File: src/rtl/bgf_pkg.sv
package bgf_pkg;
  localparam int COLS      = 32;
  localparam int TILE_PX   = 8;
  localparam int FX_W      = 9;
  localparam int Y_W       = 8;
  localparam int FY_W      = 3;
  localparam int COL_W     = 5;
  localparam int TILE_W    = 8;
  localparam int GRP_W     = 2;
  localparam int PIX_W     = 2;
  localparam int CIDX_W    = 6;
  localparam int NT_AW     = 1 + (Y_W - FY_W) + COL_W;
  localparam int PAT_AW    = 1 + TILE_W + 1 + FY_W;
  localparam int PAL_AW    = 1 + GRP_W + PIX_W;
  localparam int LINE_PX   = COLS * TILE_PX;
  localparam int LINE_LAST = LINE_PX + TILE_PX - 1;
  typedef logic [FX_W-1:0] fx_t;
endpackage

File: src/rtl/bgf_seq.sv
module bgf_seq
  import bgf_pkg::*;
(
  input  logic              clk_i,
  input  logic              rst_ni,
  input  logic              line_start_i,
  input  logic [Y_W-1:0]    line_y_i,
  input  logic [1:0]        nt_sel_i,
  input  logic              pt_sel_i,
  input  logic              mirror_i,
  input  logic [TILE_W-1:0] nt_tile_i,
  input  logic [GRP_W-1:0]  nt_attr_i,
  output logic [NT_AW-1:0]  nt_addr_o,
  output logic [PAT_AW-1:0] pat_addr_o,
  output logic              active_o,
  output logic              lo_stb_o,
  output logic              hi_stb_o,
  output logic              load_o,
  output logic              vis_o,
  output logic [GRP_W-1:0]  attr_o
);
  logic              active_q;
  fx_t               fx_q;
  logic [Y_W-1:0]    y_q;
  logic              bank_q, pt_q;
  logic [TILE_W-1:0] tile_q;
  logic [GRP_W-1:0]  attr_q;
  logic [2:0]        phase;
  logic              fetch;

  assign phase = fx_q[2:0];
  assign fetch = active_q && (fx_q < fx_t'(LINE_PX));

  always_ff @(posedge clk_i or negedge rst_ni) begin
    if (!rst_ni) begin
      active_q <= 1'b0;
      fx_q     <= '0;
      y_q      <= '0;
      bank_q   <= 1'b0;
      pt_q     <= 1'b0;
    end else if (line_start_i) begin
      active_q <= 1'b1;
      fx_q     <= '0;
      y_q      <= line_y_i;
      bank_q   <= mirror_i ? nt_sel_i[1] : nt_sel_i[0];
      pt_q     <= pt_sel_i;
    end else if (active_q) begin
      fx_q <= fx_q + fx_t'(1);
      if (fx_q == fx_t'(LINE_LAST)) active_q <= 1'b0;
    end
  end

  // tile data returns one clock after the phase-0 address
  always_ff @(posedge clk_i or negedge rst_ni) begin
    if (!rst_ni) begin
      tile_q <= '0;
      attr_q <= '0;
    end else if (fetch && phase == 3'd1) begin
      tile_q <= nt_tile_i;
      attr_q <= nt_attr_i;
    end
  end

  assign nt_addr_o  = {bank_q, y_q[Y_W-1:FY_W], fx_q[COL_W+2:3]};
  assign pat_addr_o = {pt_q, tile_q, fx_q[2], y_q[FY_W-1:0]};
  assign active_o   = active_q;
  assign lo_stb_o   = fetch && phase == 3'd3;
  assign hi_stb_o   = fetch && phase == 3'd5;
  assign load_o     = active_q && phase == 3'd7;
  assign vis_o      = active_q && (fx_q >= fx_t'(TILE_PX));
  assign attr_o     = attr_q;


  fx_step_chk: assert property (@(posedge clk_i) disable iff (!rst_ni)
    (active_q && fx_q != fx_t'(LINE_LAST) && !line_start_i) |=> fx_q == $past(fx_q) + fx_t'(1));

  hi_plane_chk: assert property (@(posedge clk_i) disable iff (!rst_ni)
    (fetch && phase == 3'd4) |-> pat_addr_o == ($past(pat_addr_o, 2) | PAT_AW'(8)));

  bank_hold_chk: assert property (@(posedge clk_i) disable iff (!rst_ni)
    (active_q && $past(active_q) && !$past(line_start_i)) |-> $stable(nt_addr_o[NT_AW-1]));
endmodule

File: src/rtl/bgf_shift.sv
module bgf_shift
  import bgf_pkg::*;
(
  input  logic              clk_i,
  input  logic              rst_ni,
  input  logic              active_i,
  input  logic              lo_stb_i,
  input  logic              hi_stb_i,
  input  logic              load_i,
  input  logic [7:0]        pat_data_i,
  input  logic [GRP_W-1:0]  attr_i,
  output logic [PIX_W-1:0]  pix_o,
  output logic [GRP_W-1:0]  grp_o
);
  logic [PIX_W-1:0] stb;
  logic [7:0]       lat_q [PIX_W];
  logic [7:0]       sh_q  [PIX_W];
  logic [GRP_W-1:0] grp_q;

  assign stb = {hi_stb_i, lo_stb_i};

  for (genvar pl = 0; pl < PIX_W; pl++) begin : g_plane
    always_ff @(posedge clk_i or negedge rst_ni) begin
      if (!rst_ni) begin
        lat_q[pl] <= '0;
        sh_q[pl]  <= '0;
      end else begin
        if (stb[pl]) lat_q[pl] <= pat_data_i;
        if (load_i)        sh_q[pl] <= lat_q[pl];
        else if (active_i) sh_q[pl] <= {sh_q[pl][6:0], 1'b0};
      end
    end
    assign pix_o[pl] = sh_q[pl][7];
  end

  always_ff @(posedge clk_i or negedge rst_ni) begin
    if (!rst_ni)     grp_q <= '0;
    else if (load_i) grp_q <= attr_i;
  end
  assign grp_o = grp_q;


  reload_msb_chk: assert property (@(posedge clk_i) disable iff (!rst_ni)
    load_i |=> pix_o == {$past(lat_q[1][7]), $past(lat_q[0][7])});
endmodule

File: src/rtl/bgf_pal.sv
module bgf_pal
  import bgf_pkg::*;
(
  input  logic              clk_i,
  input  logic              rst_ni,
  input  logic              vis_i,
  input  logic [PIX_W-1:0]  pix_i,
  input  logic [GRP_W-1:0]  grp_i,
  input  logic [CIDX_W-1:0] pal_data_i,
  output logic [PAL_AW-1:0] pal_addr_o,
  output logic [CIDX_W-1:0] color_o,
  output logic              color_valid_o
);
  logic [PAL_AW-1:0] addr_q;
  logic              v1_q, v2_q, vo_q;
  logic [CIDX_W-1:0] col_q;
  logic [FX_W-1:0]   run_q;

  always_ff @(posedge clk_i or negedge rst_ni) begin
    if (!rst_ni) begin
      addr_q <= '0;
      v1_q   <= 1'b0;
      v2_q   <= 1'b0;
      vo_q   <= 1'b0;
      col_q  <= '0;
    end else begin
      // value 0 maps to the shared backdrop entry
      addr_q <= (pix_i == '0) ? '0 : {1'b0, grp_i, pix_i};
      v1_q   <= vis_i;
      v2_q   <= v1_q;
      vo_q   <= v2_q;
      col_q  <= v2_q ? pal_data_i : '0;
    end
  end

  assign pal_addr_o    = addr_q;
  assign color_o       = col_q;
  assign color_valid_o = vo_q;

  always_ff @(posedge clk_i or negedge rst_ni) begin
    if (!rst_ni)            run_q <= '0;
    else if (color_valid_o) run_q <= run_q + 1'b1;
    else                    run_q <= '0;
  end


  run_len_chk: assert property (@(posedge clk_i) disable iff (!rst_ni)
    color_valid_o |-> run_q < FX_W'(LINE_PX));

  idle_quiet_chk: assert property (@(posedge clk_i) disable iff (!rst_ni)
    (!$past(vis_i, 1) && !$past(vis_i, 2) && !$past(vis_i, 3)) |-> !color_valid_o);
endmodule

File: src/rtl/bg_tile_fetch.sv
module bg_tile_fetch
  import bgf_pkg::*;
(
  input  logic              clk_i,
  input  logic              rst_ni,
  input  logic              line_start_i,
  input  logic [7:0]        line_y_i,
  input  logic [1:0]        nt_sel_i,
  input  logic              pt_sel_i,
  input  logic              mirror_i,
  output logic [10:0]       nt_addr_o,
  input  logic [7:0]        nt_tile_i,
  input  logic [1:0]        nt_attr_i,
  output logic [12:0]       pat_addr_o,
  input  logic [7:0]        pat_data_i,
  output logic [4:0]        pal_addr_o,
  input  logic [5:0]        pal_data_i,
  output logic [5:0]        color_o,
  output logic              color_valid_o
);
  logic             active, lo_stb, hi_stb, load, vis;
  logic [GRP_W-1:0] attr, grp;
  logic [PIX_W-1:0] pix;

  bgf_seq u_seq (
    .clk_i, .rst_ni, .line_start_i, .line_y_i, .nt_sel_i, .pt_sel_i, .mirror_i,
    .nt_tile_i, .nt_attr_i, .nt_addr_o, .pat_addr_o,
    .active_o(active), .lo_stb_o(lo_stb), .hi_stb_o(hi_stb), .load_o(load),
    .vis_o(vis), .attr_o(attr)
  );

  bgf_shift u_shift (
    .clk_i, .rst_ni, .active_i(active), .lo_stb_i(lo_stb), .hi_stb_i(hi_stb),
    .load_i(load), .pat_data_i, .attr_i(attr), .pix_o(pix), .grp_o(grp)
  );

  bgf_pal u_pal (
    .clk_i, .rst_ni, .vis_i(vis), .pix_i(pix), .grp_i(grp), .pal_data_i,
    .pal_addr_o, .color_o, .color_valid_o
  );
endmodule

File: config.mk
export PLATFORM = sky130hd
export DESIGN_NAME = bg_tile_fetch
export DESIGN_NICKNAME = d
export VERILOG_FILES = /design/src/rtl/bgf_pkg.sv /design/src/rtl/bgf_seq.sv /design/src/rtl/bgf_shift.sv /design/src/rtl/bgf_pal.sv /design/src/rtl/bg_tile_fetch.sv
export SDC_FILE = /design/constraint.sdc
export NUM_CORES = 1
export LEC_CHECK = 0
export ABC_AREA = 1
export BUFFER_PORTS_ARGS = -buffer_cell sky130_fd_sc_hd__buf_4
export CAP_MARGIN = 15
export CORE_ASPECT_RATIO = 0.9
export CORE_MARGIN = 2
export CORE_UTILIZATION = 45
export DETAILED_ROUTE_END_ITERATION = 10
export GPL_TIMING_DRIVEN = 0
export PLACE_DENSITY = 0.68
export SETUP_SLACK_MARGIN = 0.02
export SLEW_MARGIN = 10
export SYNTH_ARGS = -nofsm -noshare
export SYNTH_HDL_FRONTEND = slang
export SYNTH_SLANG_ARGS = --single-unit
File: constraint.sdc
create_clock -name clk_i -period 3.15 [get_ports clk_i]
set_clock_uncertainty 0.05 [all_clocks]
set_input_delay 0.945 -clock clk_i [delete_from_list [all_inputs] [get_ports clk_i]]
set_output_delay 0.945 -clock clk_i [all_outputs]
set_load 0.1 [all_outputs]
==> impl_metrics.toml <==
[synth]
syn_area_um2 = 3320
synth_largest_area_cell = "dfrtp_1"
synth_cell_types = 26
async_flop_share_pct = 100
yosysTopAreaCellShare_pct = 58.0
synth.yosys.warnings = 0
syn_inst = 354
synthFlopType = "dfrtp_1"
synth_common_cells = "nand2_1 (80), dfrtp_1 (77), inv_1 (47), o21ai_0 (33), a21oi_1 (21)"
synth_edf_count = 0
synth_nets = 397
synth_area_leaders = "dfrtp_1 (58%), nand2_1 (9.0%), inv_1 (5.3%), o21ai_0 (5.0%), o21ai_2 (4.2%)"
synth_most_common_cell = "nand2_1"
avgSynthCellArea_um2 = 9.38
synth_seq_cells = 77
yosysSeqAreaShare_pct = 58.0

[critical_path]
setup.worst_path.end = "pat_addr_o[3]"
critPathTopFamily = "flip-flops"
r2r-start = "u_seq.fx_q[1]"
arrival_ps = 1260
worstPathCellList = "buf_4 -> buf_4"
crit_path_frequent_cell = "buf_4"
critPathLaunchType = "register"
reg2reg_to = "u_shift.sh_q[14]"
cp_slowest_stage_delay_ps = 490
critPathBufInv = 2
path_class = "reg2out"
crit_path_top_delay_cell = "dfrtp_1"
critPathLaunch = "u_seq.fx_q[2]"
reg2reg_depth = 6
path_depth = 2
rrSetupSlack_ps = 1500
path_max_fanout = 6
endpoint_kind = "primary output"
cp.required_ps = 2150

[placed_design]
gp_congestion = 0.784
dp_hpwl_um = 4560
placedCellCount = 520
place_area_um2 = 3980
port-buffer-count = 73

[run]
drv_cap = 0

[timing]
finalCritPeriodShare_pct = 71.6
worst_pin_slew_ps = 948
drv_slew = 0
hold_violations = 0
whs_ps = 309
tns_ps = 0
fmax_ghz = 0.443
rsz0062_at_grt = "false"
maxSlewHeadroom_pct = 36.8
post-route-min-period_ps = 2260
finalSetupViolations = 0

[route]
routedWlPerCell_um = 12.5
wirelength_um = 6690
drcViolationCount = 0
dr.pass1.iters = 4
ant_nets = 0
drt_iter0_markers = 113
dr_total_vias = 2518
via_per_inst = 4.70

[clocking]
cts_hold_buf = 0
htreeDepth = 3
path_clk_slew_ps = 80
post_cts_resized = 0
postCtsSetupBuffers = 0
clockBufferDepth = 2
numCtsBuffers = 9
cts.sinks = 77
cts-root-buf = "clkbuf_8"
clock_latency_ps = 340
cts_tree = "done"

[die]
die-area_um2 = 8080
start_util_pct = 46.7
die_w_um = 94.5
die-height_um = 85.5
rows = 29
coreArea_um2 = 7110
num_io_pins = 75

[cells_and_area]
drive_gt1_share_pct = 30.0
antennaDiodeCount = 0
final_cell_area_um2 = 4250
nFillCells = 648
layoutNonFillerInstCount = 536
fin_nets = 481
area_growth_pct = 28.1

[global_route]
antenna_found_initial = 0
grt_pass1_vias = 2379
grt_pass1_wl_um = 11100
grt_max_degree = 78
track_usage_pct = 17.9
overflow = 0

[power]
netSwitchingFraction_pct = 32.4
peakVddDrop_mv = 0.368
power_density_nw_per_um2 = 678
clkPwrFrac_pct = 34.2
combPwrFrac_pct = 23.2
seqPwrFrac_pct = 42.6
internal_power_w = 0.00195
power.switching_w = 0.000936
leakagePower_nw = 2.23

[run_status]
status = "finished, final reports clean"

[min_path]
hold_path_class = "reg2reg"
## how the worst min path moves through the flow
stage | startpoint | to | slack (ps) | cells past startpoint
floorplan | u_pal.v1_q | u_pal.v2_q | 280 | 0
global placement | u_pal.v1_q | u_pal.v2_q | 290 | 0
detailed placement | u_pal.v1_q | u_pal.v2_q | 290 | 0
CTS | u_pal.v1_q | u_pal.v2_q | 310 | 0
global route | u_pal.v1_q | u_pal.v2_q | 320 | 0
finish | u_pal.v1_q | u_pal.v2_q | 310 | 0
## cell type report
class	instances	area (um^2)	area share [%]
tap	93	116	2.74
clock buffer	9	124	2.91
inverter	50	188	4.41
timing repair buffer	73	548	12.9
multi-input combinational	205	1060	24.9
buffer	22	145	3.41
clock inverter	7	145	3.41
sequential	77	1930	45.3
## layer usage
layer	wire, um	vias to the layer above	global-route usage (%)
li1	-	1266	-
met1	3160	1170	24.3
met2	3030	75	27.5
met3	422	7	4.88
met4	89	0	6.72
met5	0	-	0
## through the flow
stage,setup slack [ps],total power (W),utilization [%]
after floorplan,1260,0.00174,-
after global placement,1200,0.00191,56.0
after detailed placement,1200,0.00192,56.0
after CTS,867,0.00292,59.8
after global routing,832,0.00302,59.8
final,893,0.00289,59.8
## flip-flops by register name, summed over array words and instances (netlist names)
signal and flops:
u_shift.lat_q 16, u_shift.sh_q 14, u_seq.fx_q 9, u_seq.tile_q 8, u_seq.y_q 8, u_pal.color_o 6, u_pal.pal_addr_o 4, u_seq.attr_o 2
u_shift.grp_o 2, u_shift.pix_o 2, u_pal.color_valid_o 1, u_pal.v1_q 1, u_pal.v2_q 1, u_seq.active_o 1, u_seq.bank_q 1, u_seq.pt_q 1
## power groups by stage
stage | Combinational, W | Clock, W | Sequential [W]
after floorplan | 0.000248 | 0 | 0.00149
after global placement | 0.000665 | 0 | 0.00124
after detailed placement | 0.000675 | 0 | 0.00125
after CTS | 0.000676 | 0.00101 | 0.00123
after global routing | 0.000722 | 0.00105 | 0.00125
final | 0.000668 | 0.000987 | 0.00123
## cells in the final DEF (no fill, tap or decap), drive strengths merged
| cell type | instances |
|---|---|
| a21oi | 22 |
| buf | 88 |
| bufinv | 4 |
| clkbuf | 16 |
| clkinv | 1 |
| clkinvlp | 1 |
| conb | 1 |
| dfrtp | 77 |
| ha | 4 |
| inv | 51 |
| nand2 | 83 |
| nand3 | 13 |
| nand3b | 1 |
| nor2 | 18 |
| o21a | 2 |
| o21ai | 60 |
| or2 | 1 |
## kinds of logic after synthesis
| logic type | Yosys count | share of synthesized area [%] |
|---|---|---|
| AOI/OAI and AO/OA | 84 | 14.7 |
| and+or+nand+nor | 116 | 15.6 |
| DFF | 77 | 58.0 |
| adders and majority gates | 4 | 1.51 |
| other | 1 | 0.113 |
| buffers and inverters | 72 | 10.0 |
(Power assumes the default switching activity.)
